**src/rtl/irq_agg_pkg.sv**
```systemverilog
package irq_agg_pkg;
  localparam int unsigned REG_W      = 32;
  localparam int unsigned GIE_POS    = 31;
  localparam int unsigned CIE_POS    = 30;
  localparam int unsigned N_IN_STRM  = 4;
  localparam int unsigned N_OUT_STRM = 4;
  localparam int unsigned N_CTL_EVT  = 3;

  typedef enum logic [1:0] {
    EVT_RSP   = 2'd0,
    EVT_OVF   = 2'd1,
    EVT_STATE = 2'd2
  } ctl_evt_e;
endpackage

```
**src/rtl/irq_ctl_reg.sv**
```systemverilog
module irq_ctl_reg
  import irq_agg_pkg::*;
#(
  parameter int unsigned N_STRM    = 8,
  parameter bit          WAKE_KEEP = 1'b1
) (
  input  logic              clk_i,
  input  logic              rst_ni,
  input  logic              wr_en_i,
  input  logic [REG_W-1:0]  wr_data_i,
  input  logic              wake_i,
  output logic              gie_o,
  output logic              cie_o,
  output logic [N_STRM-1:0] sie_o,
  output logic [REG_W-1:0]  rd_data_o
);
  logic              gie_q, cie_q;
  logic [N_STRM-1:0] sie_q, sie_d;
  logic              unused_rsvd;

  assign unused_rsvd = ^wr_data_i[CIE_POS-1:N_STRM];

  // stream enables optionally cleared by wake; global and controller enables never
  always_comb begin
    if (wr_en_i)                sie_d = wr_data_i[N_STRM-1:0];
    else if (wake_i && !WAKE_KEEP) sie_d = '0;
    else                        sie_d = sie_q;
  end

  always_ff @(posedge clk_i or negedge rst_ni) begin
    if (!rst_ni) begin
      gie_q <= 1'b0;
      cie_q <= 1'b0;
      sie_q <= '0;
    end else begin
      if (wr_en_i) begin
        gie_q <= wr_data_i[GIE_POS];
        cie_q <= wr_data_i[CIE_POS];
      end
      sie_q <= sie_d;
    end
  end

  always_comb begin
    rd_data_o                = '0;
    rd_data_o[GIE_POS]       = gie_q;
    rd_data_o[CIE_POS]       = cie_q;
    rd_data_o[N_STRM-1:0]    = sie_q;
  end

  assign gie_o = gie_q;
  assign cie_o = cie_q;
  assign sie_o = sie_q;
endmodule

```
**src/rtl/irq_strm_gate.sv**
```systemverilog
module irq_strm_gate #(
  parameter int unsigned N_STRM = 8
) (
  input  logic [N_STRM-1:0] sie_i,
  input  logic [N_STRM-1:0] buf_done_i,
  input  logic [N_STRM-1:0] fifo_err_i,
  output logic              hit_o
);
  logic [N_STRM-1:0] gated;

  for (genvar s = 0; s < N_STRM; s++) begin : g_strm
    assign gated[s] = sie_i[s] & (buf_done_i[s] | fifo_err_i[s]);
  end

  assign hit_o = |gated;
endmodule

```
**src/rtl/irq_merge.sv**
```systemverilog
module irq_merge
  import irq_agg_pkg::*;
(
  input  logic                 clk_i,
  input  logic                 rst_ni,
  input  logic                 gie_i,
  input  logic                 cie_i,
  input  logic [N_CTL_EVT-1:0] ctl_evt_i,
  input  logic                 strm_hit_i,
  output logic                 irq_o
);
  logic ctl_hit, irq_d, irq_q;

  assign ctl_hit = cie_i & (|ctl_evt_i);
  assign irq_d   = gie_i & (ctl_hit | strm_hit_i);

  always_ff @(posedge clk_i or negedge rst_ni) begin
    if (!rst_ni) irq_q <= 1'b0;
    else         irq_q <= irq_d;
  end

  assign irq_o = irq_q;
endmodule

```
**src/rtl/audio_irq_aggregator.sv**
```systemverilog
module audio_irq_aggregator
  import irq_agg_pkg::*;
#(
  parameter int unsigned N_IN      = N_IN_STRM,
  parameter int unsigned N_OUT     = N_OUT_STRM,
  parameter bit          WAKE_KEEP = 1'b1
) (
  input  logic             clk_i,
  input  logic             rst_ni,
  input  logic             wr_en_i,
  input  logic [31:0]      wr_data_i,
  output logic [31:0]      rd_data_o,
  input  logic [N_IN-1:0]  in_buf_done_i,
  input  logic [N_IN-1:0]  in_fifo_err_i,
  input  logic [N_OUT-1:0] out_buf_done_i,
  input  logic [N_OUT-1:0] out_fifo_err_i,
  input  logic             rsp_irq_sts_i,
  input  logic             rsp_ovf_sts_i,
  input  logic             state_chg_sts_i,
  input  logic             pwr_wake_i,
  output logic             irq_o
);
  localparam int unsigned N_STRM = N_IN + N_OUT;

  logic                 gie, cie, strm_hit;
  logic [N_STRM-1:0]    sie, strm_done, strm_ferr;
  logic [N_CTL_EVT-1:0] ctl_evt;

  // input streams occupy the low enable bits
  assign strm_done = {out_buf_done_i, in_buf_done_i};
  assign strm_ferr = {out_fifo_err_i, in_fifo_err_i};

  always_comb begin
    ctl_evt            = '0;
    ctl_evt[EVT_RSP]   = rsp_irq_sts_i;
    ctl_evt[EVT_OVF]   = rsp_ovf_sts_i;
    ctl_evt[EVT_STATE] = state_chg_sts_i;
  end

  irq_ctl_reg #(.N_STRM(N_STRM), .WAKE_KEEP(WAKE_KEEP)) i_ctl_reg (
    .clk_i, .rst_ni, .wr_en_i, .wr_data_i,
    .wake_i(pwr_wake_i), .gie_o(gie), .cie_o(cie), .sie_o(sie), .rd_data_o
  );

  irq_strm_gate #(.N_STRM(N_STRM)) i_strm_gate (
    .sie_i(sie), .buf_done_i(strm_done), .fifo_err_i(strm_ferr), .hit_o(strm_hit)
  );

  irq_merge i_merge (
    .clk_i, .rst_ni, .gie_i(gie), .cie_i(cie), .ctl_evt_i(ctl_evt),
    .strm_hit_i(strm_hit), .irq_o
  );
endmodule

```
**config.mk**
```make
export PLATFORM = sky130hd
export DESIGN_NAME = audio_irq_aggregator
export DESIGN_NICKNAME = d
export VERILOG_FILES = /design/src/rtl/irq_agg_pkg.sv /design/src/rtl/irq_ctl_reg.sv /design/src/rtl/irq_strm_gate.sv /design/src/rtl/irq_merge.sv /design/src/rtl/audio_irq_aggregator.sv
export SDC_FILE = /design/constraint.sdc
export NUM_CORES = 1
export LEC_CHECK = 0
export ABC_AREA = 1
export BUFFER_PORTS_ARGS = -buffer_cell sky130_fd_sc_hd__buf_4
export CORE_ASPECT_RATIO = 0.6
export CORE_MARGIN = 1.5
export CORE_UTILIZATION = 31
export DETAILED_ROUTE_END_ITERATION = 10
export PLACE_DENSITY = 0.86
export SETUP_SLACK_MARGIN = 0.02
export SLEW_MARGIN = 15
export SYNTH_ARGS = -nofsm -noshare
export SYNTH_HDL_FRONTEND = slang
export SYNTH_SLANG_ARGS = --single-unit
```
**constraint.sdc**
```tcl
create_clock -name clk_i -period 1.05 [get_ports clk_i]
set_input_delay 0.105 -clock clk_i [delete_from_list [all_inputs] [get_ports clk_i]]
set_output_delay 0.105 -clock clk_i [all_outputs]
set_load 0.01 [all_outputs]
```
==> out/qor.yml <==
routing:
  via_per_inst: 3.72
  drtAntennaViolNets: 0
  wl_per_cell_um: 9.42
  drt_iter0_drc: 6
  drt_first_pass_iters: 4
  routed_wl_mm: 1.42
  drc: 0
  vias: 561
floorplanning:
  core-area_mm2: 0.00213
  num_rows: 13
  initial_core_util_pct: 32.5
  num_io_pins: 88
  fp.dieH_um: 39.6
  die_x_um: 64.0
  die_area_mm2: 0.00253
timing:
  skew_ns: 0.00118
  final_max_slew_viol_count: 0
  rsz0062_at_grt: "true"
  fin_crit_ns: 0.944
  min_period_over_period_pct: 89.9
  fin_tns_setup_ns: 0
  max_freq_mhz: 1060
  setup_viol: 0
  hold_violations: 0
critical_path:
  cpMostUsedCell: "nor2_1"
  path_buf_inv: 0
  endpoint_kind: "flop"
  crit_arrival_ns: 1.07
  start_kind: "flop"
  slowest_delay_ns: 0.40
  cp_max_fo: 3
  critical-path-slowest-cell: "dfrtp_1"
  path_cells: "o21ai_0 -> nand2_1 -> nor2_1 -> nand2_1 -> nor2_1 -> nor2_1"
  cp.required_ns: 1.18
  cpLargestDelayFamily: "flip-flops"
  worst-setup-path-type: "reg2reg"
power_and_ir_drop:
  p_sw_share_pct: 25.7
  power.share.combinational_pct: 25.5
  p_sw_mw: 0.313
  peakVddDrop_mv: 0.538
  power_per_cell_area_mw_per_mm2: 1230
  seq_power_share_pct: 40.5
  p_clk_share_pct: 34.0
  leakagePower_nw: 0.539
  internal_power_mw: 0.903
finish:
  fillCellCount: 222
  final-seq-area_um2: 275
  diodes: 0
  multi_input_area_um2: 285
  fin_nets: 177
  area.growth.synth_to_final_pct: 42.7
  final_cell_count_no_fill: 151
  drive_above_1_share_pct: 42.1
run_status:
  status: "complete, no violations"
clock_network:
  cts_made_buffers: 3
  post_cts_buffers: 0
  insertion_delay_ns: 0.23
  clockRootBuffer: "clkbuf_8"
  clockBufferDepth: 2
  clock-sinks: 11
  clk_pin_slew_worst_paths_ns: 0.05
  cts_tree: "yes"
  htreeDepth: 1
synthesis:
  yosysMostFrequentCell: "buf_4"
  synth-edff-count: 0
  synth_seq_cells: 11
  synth.distinct_cells: 12
  synth_flop_cell: "dfrtp_1"
  synthCells: 78
  syn_area_um2: 692
  synthTopCellsByArea: "dfrtp_1 40%, buf_4 26%, o21ai_0 6.5%"
  avgSynthCellArea_um2: 8.87
  synth_seq_area_share_pct: 39.8
  synth_top_area_cell: "dfrtp_1"
  synth_async_sr_flop_share_pct: 100
  synth_top_area_share_pct: 39.8
  synth_common_cells: "24 x buf_4, 11 x dfrtp_1, 11 x nor2_1"
  synth_warnings: 0
placement:
  placed_cells: 146
  port-buffer-count: 42
  dp_hpwl_mm: 1.18
  place_congestion: 0.656
global_routing:
  grt_pass1_vias: 480
  grt_overflow: 0
  grt_util_all_layers_pct: 11.9
  grt_pass1_wl_mm: 2.13
  antenna_found_initial: 0
  grt_max_degree: 15
worst_hold_path:
  hp-class: "in2reg"
job:
  cap_violations: 0
-- per-stage QoR --
step | power (mW) | setup WS, ns | util, % | area (µm²) | hold slack, ns
after detailed placement | 0.809 | 0.0967 | 43.7 | 932 | -0.0537
final | 1.22 | 0.106 | 46.3 | 987 | 0.0755
after global routing | 1.29 | 0.00378 | 46.3 | 987 | 0.0859
after global placement | 0.800 | 0.108 | 43.7 | 932 | -0.0527
after CTS | 1.23 | 0.0897 | 46.3 | 987 | 0.0759
after floorplan | 0.703 | 0.156 | - | 771 | -0.191
-- kinds of logic (layout without fill, tap and decap cells) --
kind of cell,after synthesis,count (layout),synth area share (%)
compound gates,9,9,6.51
simple gates,21,21,11.9
mux,6,6,10.8
buf+inv,30,52,30.4
other cells,1,22,0.542
flops,11,11,39.8
-- timing repair --
item	in CTS	in global routing
hold buffers	1	0
endpoints found under the setup margin	0	1
hold endpoints to repair	11	0
gates resized for setup	0	1
-- power by group through the flow --
stage | Sequential [mW] | Clock, mW | Combinational (mW)
3_3_place_gp | 0.497 | 0 | 0.304
5_1_grt | 0.498 | 0.446 | 0.346
6_report | 0.493 | 0.413 | 0.310
4_1_cts | 0.493 | 0.423 | 0.313
3_5_place_dp | 0.500 | 0 | 0.309
2_1_floorplan | 0.511 | 0 | 0.192
-- layout by cell type, fill, tap and decap left out, drive strengths merged --
master        n
and2          1
buf          42
clkbuf        4
conb         22
dfrtp        11
dlygate4sd3   1
inv           5
mux2          6
nand2         8
nand3         1
nor2         11
o21ai         9
-- cell type report --
cell class	count	share of cell area (%)
Clock buffer	4	4.56
Sequential cell	11	27.9
Multi-Input combinational cell	58	28.9
Tap cell	30	3.80
Timing Repair Buffer	43	33.0
Inverter	5	1.90
-- final timing paths --
kind | startpoint | end | slack (ns) | cells after the start
max | i_ctl_reg.sie_o[2]$_DFFE_PN0P_ | i_merge.irq_o$_DFF_PN0_ | 0.11 | 6
min | wr_data_i[0] | i_ctl_reg.sie_o[0]$_DFFE_PN0P_ | 0.08 | 3
max reg2reg | i_ctl_reg.sie_o[2]$_DFFE_PN0P_ | i_merge.irq_o$_DFF_PN0_ | 0.11 | 6
min reg2reg | i_ctl_reg.gie_o$_DFFE_PN0P_ | i_merge.irq_o$_DFF_PN0_ | 0.53 | 2
max in group asynchronous | rst_ni | i_ctl_reg.gie_o$_DFFE_PN0P_ | 0.66 | 2
min in group asynchronous | rst_ni | i_ctl_reg.sie_o[1]$_DFFE_PN0P_ | 0.24 | 2
-- layer usage --
layer / share of wire (%) / global-route usage (%) / vias up
met5: 0 / 0 / -
met4: 0 / 4.89 / 0
met3: 6.8 / 3.74 / 0
met2: 55 / 23.7 / 27
met1: 39 / 12.0 / 252
li1: - / - / 282
-- flip-flops by register name, summed over array words and instances, names as in the netlist --
| register | flops |
|---|---|
| i_ctl_reg.gie_o | 1 |
| i_ctl_reg.sie_o | 8 |
| i_merge.irq_o | 1 |
| i_ctl_reg.cie_o | 1 |
-- worst register-to-register path, stage by stage (launching register included) --
cell and delay [ns]:
dfrtp_1 0.40, o21ai_0 0.08, nand2_1 0.09, nor2_1 0.09, nand2_1 0.07, nor2_1 0.08, nor2_1 0.04
Power figures use the tool's default switching activity.
